### config.mk
export PLATFORM = sky130hd
export DESIGN_NAME = console_io_regs
export DESIGN_NICKNAME = d
export VERILOG_FILES = /design/src/rtl/con_io_pkg.sv /design/src/rtl/con_io_decode.sv /design/src/rtl/con_kbd_chan.sv /design/src/rtl/con_dsp_chan.sv /design/src/rtl/console_io_regs.sv
export SDC_FILE = /design/constraint.sdc
export NUM_CORES = 1
export LEC_CHECK = 0
export BUFFER_PORTS_ARGS = -buffer_cell sky130_fd_sc_hd__buf_2
export CAP_MARGIN = 10
export CORE_ASPECT_RATIO = 1.1
export CORE_UTILIZATION = 41
export CTS_CLUSTER_DIAMETER = 150
export CTS_CLUSTER_SIZE = 25
export DETAILED_ROUTE_END_ITERATION = 10
export GPL_ROUTABILITY_DRIVEN = 1
export PLACE_DENSITY = 0.88
export SKIP_CTS_REPAIR_TIMING = 1
export SYNTH_ARGS = -nofsm -noshare
export SYNTH_HDL_FRONTEND = slang
export SYNTH_SLANG_ARGS = --single-unit
### constraint.sdc
create_clock -name clk -period 1.8 [get_ports clk]
set_clock_uncertainty 0.1 [all_clocks]
set_input_delay 0.36 -clock clk [delete_from_list [all_inputs] [get_ports clk]]
set_output_delay 0.36 -clock clk [all_outputs]
set_load 0.1 [all_outputs]
### src/rtl/con_io_pkg.sv
// Shared constants for the console register block: register offsets,
// status bit positions and the register select encoding.
// Assumes word registers spaced two bytes apart.
package con_io_pkg;
    localparam int unsigned OFS_KSTAT = 0;
    localparam int unsigned OFS_KDATA = 2;
    localparam int unsigned OFS_DSTAT = 4;
    localparam int unsigned OFS_DDATA = 6;
    localparam int unsigned READY_BIT = 15;
    localparam int unsigned IE_BIT    = 14;

    typedef enum logic [2:0] {
        SEL_NONE,
        SEL_KSTAT,
        SEL_KDATA,
        SEL_DSTAT,
        SEL_DDATA
    } reg_sel_t;
endpackage

### src/rtl/con_io_decode.sv
// Address decoder: maps a full bus address to one of the four registers.
// Assumes an exact match on all address bits; anything else is SEL_NONE.
module con_io_decode
    import con_io_pkg::*;
#(
    parameter int unsigned ADDR_W = 16,
    parameter logic [ADDR_W-1:0] BASE_ADDR = 16'hFE00
) (
    input  logic [ADDR_W-1:0] addr,
    output reg_sel_t          sel
);
    localparam logic [ADDR_W-1:0] A_KSTAT = BASE_ADDR + ADDR_W'(OFS_KSTAT);
    localparam logic [ADDR_W-1:0] A_KDATA = BASE_ADDR + ADDR_W'(OFS_KDATA);
    localparam logic [ADDR_W-1:0] A_DSTAT = BASE_ADDR + ADDR_W'(OFS_DSTAT);
    localparam logic [ADDR_W-1:0] A_DDATA = BASE_ADDR + ADDR_W'(OFS_DDATA);

    // Compare the address against each register location.
    always_comb begin
        sel = SEL_NONE;
        if (addr == A_KSTAT)      sel = SEL_KSTAT;
        else if (addr == A_KDATA) sel = SEL_KDATA;
        else if (addr == A_DSTAT) sel = SEL_DSTAT;
        else if (addr == A_DDATA) sel = SEL_DDATA;
    end
endmodule

### src/rtl/con_kbd_chan.sv
// Keyboard channel: holds one character, a ready flag and an interrupt enable.
// Assumes key_valid is a single-cycle strobe; strobes while ready are dropped.
module con_kbd_chan #(
    parameter int unsigned CHAR_W = 8
) (
    input  logic              clk,
    input  logic              rst_n,
    input  logic              key_valid,
    input  logic [CHAR_W-1:0] key_code,
    input  logic              data_rd,
    input  logic              stat_wr,
    input  logic              ie_in,
    output logic              ready,
    output logic              ie,
    output logic [CHAR_W-1:0] code,
    output logic              irq
);
    // Capture characters, clear on data read, update enable on status write.
    always_ff @(posedge clk) begin
        if (!rst_n) begin
            ready <= 1'b0;
            ie    <= 1'b0;
            code  <= '0;
        end else begin
            if (stat_wr) ie <= ie_in;
            if (ready) begin
                if (data_rd) ready <= 1'b0;
            end else if (key_valid) begin
                ready <= 1'b1;
                code  <= key_code;
            end
        end
    end

    // Request follows ready and enable.
    always_comb irq = ready & ie;

    AST_KEY_CAPTURE: assert property (@(posedge clk) disable iff (!rst_n)
        (!ready && key_valid) |=> (ready && code == $past(key_code)));
    AST_KEY_LOCKOUT: assert property (@(posedge clk) disable iff (!rst_n)
        ready |=> $stable(code));
    AST_KEY_CLEAR: assert property (@(posedge clk) disable iff (!rst_n)
        (ready && data_rd) |=> !ready);
endmodule

### src/rtl/con_dsp_chan.sv
// Display channel: ready flag, interrupt enable and a one-cycle output pulse.
// Assumes the display lowers dev_ready while busy and raises it when done.
module con_dsp_chan #(
    parameter int unsigned CHAR_W = 8
) (
    input  logic              clk,
    input  logic              rst_n,
    input  logic              data_wr,
    input  logic [CHAR_W-1:0] wr_char,
    input  logic              stat_wr,
    input  logic              ie_in,
    input  logic              dev_ready,
    output logic              ready,
    output logic              ie,
    output logic              irq,
    output logic              out_valid,
    output logic [CHAR_W-1:0] out_char
);
    logic dev_prev;

    // Accept writes when ready, pulse the display, re-arm on completion edge.
    always_ff @(posedge clk) begin
        if (!rst_n) begin
            ready     <= 1'b1;
            ie        <= 1'b0;
            out_valid <= 1'b0;
            out_char  <= '0;
            dev_prev  <= 1'b0;
        end else begin
            dev_prev  <= dev_ready;
            out_valid <= 1'b0;
            if (stat_wr) ie <= ie_in;
            if (ready) begin
                if (data_wr) begin
                    ready     <= 1'b0;
                    out_valid <= 1'b1;
                    out_char  <= wr_char;
                end
            end else if (dev_ready && !dev_prev) begin
                ready <= 1'b1;
            end
        end
    end

    // Request follows ready and enable.
    always_comb irq = ready & ie;

    AST_DSP_ONE_PULSE: assert property (@(posedge clk) disable iff (!rst_n)
        out_valid |=> !out_valid);
    AST_DSP_BUSY_DROP: assert property (@(posedge clk) disable iff (!rst_n)
        (!ready && data_wr) |=> (!out_valid && $stable(out_char)));
endmodule

### src/rtl/console_io_regs.sv
// Console register block: decodes four bus registers and connects them to
// the keyboard and display channels. Read data is combinational and zero
// unless bus_rd is high; side effects occur on the clock edge of the strobe.
module console_io_regs
    import con_io_pkg::*;
#(
    parameter int unsigned ADDR_W = 16,
    parameter int unsigned DATA_W = 16,
    parameter int unsigned CHAR_W = 8,
    parameter logic [ADDR_W-1:0] BASE_ADDR = 16'hFE00
) (
    input  logic              clk,
    input  logic              rst_n,
    input  logic [ADDR_W-1:0] bus_addr,
    input  logic              bus_rd,
    input  logic              bus_wr,
    input  logic [DATA_W-1:0] bus_wdata,
    output logic [DATA_W-1:0] bus_rdata,
    input  logic              key_valid,
    input  logic [CHAR_W-1:0] key_code,
    input  logic              disp_ready,
    output logic              disp_valid,
    output logic [CHAR_W-1:0] disp_char,
    output logic              kbd_irq,
    output logic              dsp_irq
);
    reg_sel_t          sel;
    logic              k_ready, k_ie, d_ready, d_ie;
    logic [CHAR_W-1:0] k_code;
    logic              wdata_unused;

    assign wdata_unused = ^bus_wdata;

    con_io_decode #(.ADDR_W(ADDR_W), .BASE_ADDR(BASE_ADDR)) u_dec (
        .addr(bus_addr), .sel(sel)
    );

    con_kbd_chan #(.CHAR_W(CHAR_W)) u_kbd (
        .clk(clk), .rst_n(rst_n),
        .key_valid(key_valid), .key_code(key_code),
        .data_rd(bus_rd && sel == SEL_KDATA),
        .stat_wr(bus_wr && sel == SEL_KSTAT),
        .ie_in(bus_wdata[IE_BIT]),
        .ready(k_ready), .ie(k_ie), .code(k_code), .irq(kbd_irq)
    );

    con_dsp_chan #(.CHAR_W(CHAR_W)) u_dsp (
        .clk(clk), .rst_n(rst_n),
        .data_wr(bus_wr && sel == SEL_DDATA),
        .wr_char(bus_wdata[CHAR_W-1:0]),
        .stat_wr(bus_wr && sel == SEL_DSTAT),
        .ie_in(bus_wdata[IE_BIT]),
        .dev_ready(disp_ready),
        .ready(d_ready), .ie(d_ie), .irq(dsp_irq),
        .out_valid(disp_valid), .out_char(disp_char)
    );

    // Read multiplexer over the selected register.
    always_comb begin
        bus_rdata = '0;
        if (bus_rd) begin
            case (sel)
                SEL_KSTAT: begin
                    bus_rdata[READY_BIT] = k_ready;
                    bus_rdata[IE_BIT]    = k_ie;
                end
                SEL_KDATA: bus_rdata = DATA_W'(k_code);
                SEL_DSTAT: begin
                    bus_rdata[READY_BIT] = d_ready;
                    bus_rdata[IE_BIT]    = d_ie;
                end
                default: bus_rdata = '0;
            endcase
        end
    end

    AST_PULSE_FROM_WRITE: assert property (@(posedge clk) disable iff (!rst_n)
        disp_valid |-> ($past(bus_wr) && $past(sel) == SEL_DDATA));
    AST_UNMAPPED_KEEPS_KEY: assert property (@(posedge clk) disable iff (!rst_n)
        (k_ready && !(bus_rd && sel == SEL_KDATA)) |=> k_ready);
endmodule

# [Yosys cells after proc, flatten, opt, wreduce, memory -nomap -nowiden]
# Cells that the tools add are included.
[word_totals] ff_bits=22
[classes] n_reduce_logical=9 n_eq_ne=8 bitwise=3 muxes=14
[op_table] operator="$eq 16x16->1 const B" n=4
[op_table] operator="$mux 16" n=1
[op_table] operator="$mux 3" n=4
[op_table] operator="$mux 8" n=1
[op_table] operator="$mux 1" n=7
[op_table] operator="$eq 3x2->1 const B" n=2
[op_table] operator="$reduce_and 2->1" n=3
[op_table] operator="$logic_and 1x1->1" n=5
[op_table] operator="$pmux 2 s2" n=1
[op_table] operator="$eq 3x1->1 const B" n=1
[op_table] operator="$eq 3x3->1 const B" n=1
[op_table] operator="$and 1x1->1" n=2
[op_table] operator="$logic_not 1->1" n=1
[op_table] operator="$not 1->1" n=1

# [Longest topological paths before layout]
[logic_depth] ltp_word=9 depth_mapped=4 ltp_nobuf=4

# [Cells and area by module]
# Synthesis repeated with hierarchy kept, for this count alone.
[unflattened] hier_cells=130 area_unflattened_um2=1169.9
[modules_own_cells] mod="con_dsp_chan" instances=1 cells_each=50 seq_area_each_um2=240.2 area_per_inst_um2=484.2
[modules_own_cells] mod="con_kbd_chan" instances=1 cells_each=43 seq_area_each_um2=200.2 area_per_inst_um2=415.4
[modules_own_cells] mod="console_io_regs" instances=1 cells_each=25 seq_area_each_um2=0.0 area_per_inst_um2=186.4
[modules_own_cells] mod="con_io_decode" instances=1 cells_each=12 seq_area_each_um2=0.0 area_per_inst_um2=83.8

# [Least setup slack after synthesis]
# OpenSTA, ideal clock, no wires.
[synth_path] path_kind="input to output" startpoint="input bus_addr[4]" endpoint="output bus_rdata[14]" arrival_ns=2.338 path_slack_ns=-0.998 cell_stages=4 path_buffers=0 t_required_ns=1.340 path_cell_list="and4bb_2 > nand4_2 > or2_1 > nor2_1"
[synth_via] elab_chain_len=8 elab_cells_between_ends=12 cone_classes="6 x eq/ne; 6 x mux"
[synth_lines] item="start, declared" line="console_io_regs.sv:14" text="input logic [ADDR_W-1:0] bus_addr,"
[synth_lines] item="$eq 16x16->1" line="con_io_decode.sv:23" text="else if (addr == A_DDATA) sel = SEL_DDATA;"
[synth_lines] item="$mux 3" line="con_io_decode.sv:23"
[synth_lines] item="$mux 3" line="con_io_decode.sv:22" text="else if (addr == A_DSTAT) sel = SEL_DSTAT;"
[synth_lines] item="$mux 3" line="con_io_decode.sv:21" text="else if (addr == A_KDATA) sel = SEL_KDATA;"
[synth_lines] item="$mux 3 (*)" line="con_io_decode.sv:20" text="if (addr == A_KSTAT) sel = SEL_KSTAT;"
[synth_lines] item="$eq 3x2->1 or $eq 3x1->1 (tied branches)" line="console_io_regs.sv:62" text="case (sel)"
[synth_lines] item="$pmux 2 s2 (*)" line="console_io_regs.sv:62"
[synth_lines] item="$mux 16 (*)" line="console_io_regs.sv:61" text="if (bus_rd) begin"
[synth_lines] item="end, declared" line="console_io_regs.sv:18" text="output logic [DATA_W-1:0] bus_rdata,"
# Mark *: on every way between the ends. The rest lies on a longest branch, timed or not.

# [Worst setup path in the final report]
[layout_path] startpoint="input bus_addr[8]" endpoint="output bus_rdata[15]"
# The elaborated chain is that of the path after synthesis.

==> summary.md <==
| Metric | Value |
|---|---|
| Status | `complete, but fails checks` |
| Failing checks | `setup timing` |
| Min Hold Slack | `0.171 ns` |
| CP bufs+invs | `3` |
| Io pins | `73` |
| Final Power | `~1000 uW` |
| Worst-path clk slew | `0.13 ns` |
| CTS buffer count | `3` |
| Clk Tree Root Cell | `clkbuf_4` |
| Via density | `~4.6` |
| Fmax | `484 MHz` |
| Worst vdd ir | `between 0.6 and 0.7 mV` |
| CP max-delay cell | `and4b_2` |
| Commonest non-fill, non-tap cell in the layout | `buf_2` |
| Yosys cell types | `27` |
| Remaining Overflow, GRT | `0` |
| Clk_lat worst skew | `0.30 ns` |
| RSZ-0062 raised after global routing | `true` |
| Main combinational cell family by area after synthesis | `simple AND/OR/NAND/NOR gates` |
| # port buffers | `59` |
| Adder-cell share of the synthesized area | `0%` |
| Min cycle time layout | `between 2 and 2.5 ns` |
| Met1 wire length | `approximately 910 um` |
| Max layer used | `met4` |
| CP top delay family | `simple AND/OR/NAND/NOR gates` |
| DR DRC count | `0` |
| Die Ht | `around 56 um` |
| PwrDens | `604 nW/um2` |
| Core area | `between 2000 and 3000 um2` |
| Vias in the first global route | `1000` |
| Xor-xnor portion of the synthesized cell area | `0%` |
| Synth Register Bits | `22` |
| N_diodes | `0` |
| Largest stage delay, worst path | `0.31 ns` |
| Global-route wire length before repair | `3930 um` |
| Seq/Total Area, Yosys | `~40%` |
| Top cells by area, synth | `dfxtp_1, nand2_1, mux2i_1, and2_1, a21boi_0` |
| Wire length per cell | `11.3 um` |
| HP Class | `input pin to flop` |
| Synthesized area per cell | `8.81 um2` |
| Leakage | `0.000810 uW` |
| Design area | `~1700 um2` |
| Htree depth | `1` |
| Post-synth top area cell | `dfxtp_1` |
| Largest net degree at the start of global routing | `32` |
| First DRT Iteration DRCs | `13` |
| Share of post-route cells with drive strength above 1 | `48.4%` |
| Met2 WL post-DR | `about 1400 um` |
| CTS tree | `done` |
| Hpwl dp | `around 2000 um` |
| Ys Warns | `0` |
| Starting density of the core | `between 40% and 50%` |
| Fin. max-slew vios | `0` |
| Final Wtd Congestion | `0.713` |
| Clock Sinks | `22` |
| Fin worst setup slack | `-0.268 ns` |
| Die area | `2900 um2` |
| Fillers | `208` |
| Clock Path Buffers | `2` |
| Synth top area share | `40.0%` |
| Global router's overall resource usage | `between 10% and 20%` |
| Arr. time, crit path | `1.61 ns` |
| Period utilization | `115%` |
| Gate Count Post-Synth | `around 130` |
| Drt total wl | `2500 um` |
| Final setup vio count | `10` |
| Synth Area in Compound Gates | `under 10%` |
| Most frequent cells in the layout | `buf_2, nand2_1, dfxtp_1` |
| Routed wl met3 | `164 um` |
| Critical path peak fanout | `2` |
| Max-Cap Viols | `0` |
| Post-DRT Antenna Nets | `0` |
| Initial antenna violation count | `0` |
| DR vias | `1025` |
| Router iterations before antenna repair | `4` |
| Cell Area, Synth | `between 1000 and 1500 um2` |
| Final Util | `around 68%` |
| Crit path kind | `input pin to output pin` |
| Area growth syn-to-layout | `56.4%` |
| Crit start category | `input pin` |
| Core Rows | `19` |
| Critical Path End Type | `output pin` |
| Required @ worst endpoint | `1.34 ns` |
| Critical Path, Cell by Cell | `buf_2 > and4b_2 > buf_4 > nand4_4 > or2_4 > nor2_4 > buf_12` |
| Die Width | `51.4 um` |
| Final Net Count | `237` |
| Synth Area in Simple Gates | `roughly a third` |
| Final hold viol count | `0` |
| Mux cell area share after synthesis | `between 10% and 20%` |
| DP Area | `about 1600 um2` |
## sequential cells by signal, indices dropped and copies added (netlist names)
| name | flops |
|---|---|
| u_dsp.out_char | 8 |
| u_dsp.dev_prev | 1 |
| u_dsp.out_valid | 1 |
| u_dsp.ready | 1 |
| u_kbd.code | 8 |
| u_dsp.ie | 1 |
| u_kbd.ie | 1 |
| u_kbd.ready | 1 |
## per-layer routing
metal | vias to the layer above | GRT usage (%)
met5 | - | 0
met4 | 0 | 6.95
met3 | 4 | 3.52
met2 | 43 | 35.4
met1 | 449 | 16.8
li1 | 529 | -
## through the flow
step | setup TNS [ns] | setup slack, ns | cells
after floorplan | -2.12 | -0.242 | 130
after global placement | -1.96 | -0.210 | 217
after detailed placement | -2.15 | -0.233 | 217
after CTS | -2.22 | -0.235 | 221
after global routing | -2.70 | -0.311 | 221
final | -2.19 | -0.268 | 221
## report_power, final
group          switching [uW]  total [uW]  internal (uW)
registers                6.45         506            500
logic                     106         164           58.3
clock network             146         370            225
## synthesized netlist by cell type, drive strengths merged
library cell and number:
a21boi 8, a21oi 2, and2 12, and4b 1, and4bb 2, buf 8, clkbuf 4, conb 1
dfxtp 22, inv 2, mux2i 11, nand2 35, nand2b 1, nand3 1, nand4 2, nor2 3
nor2b 1, nor3 2, nor3b 2, o211ai 1, o21ai 2, o31ai 1, or2 1
## final cells by class
cell class | count | area (um2) | area share (%)
multi-input combinational | 94 | 641 | 37.2
timing repair buffer | 68 | 542 | 31.5
sequential | 22 | 440 | 25.6
inverter | 2 | 7.51 | 0.436
clock buffer | 3 | 22.5 | 1.31
tap | 31 | 38.8 | 2.25
clock inverter | 1 | 30.0 | 1.74
## cell families after synthesis
group / Yosys count
AO/OA/AOI/OAI: 14
buffers and inverters: 14
flip-flops: 22
multiplexers: 11
other: 1
AND/OR/NAND/NOR: 63
## final timing paths
check                           end  cells after the start  slack (ns)              start
setup / recovery      bus_rdata[15]                      7       -0.27        bus_addr[8]
hold / removal       u_dsp.dev_prev                      2        0.17         disp_ready
setup reg to reg  u_dsp.out_char[2]                      3        0.61        u_dsp.ready
hold reg to reg   u_dsp.out_char[2]                      2        0.36  u_dsp.out_char[2]
Note: power is estimated with default switching activity, not from simulation.
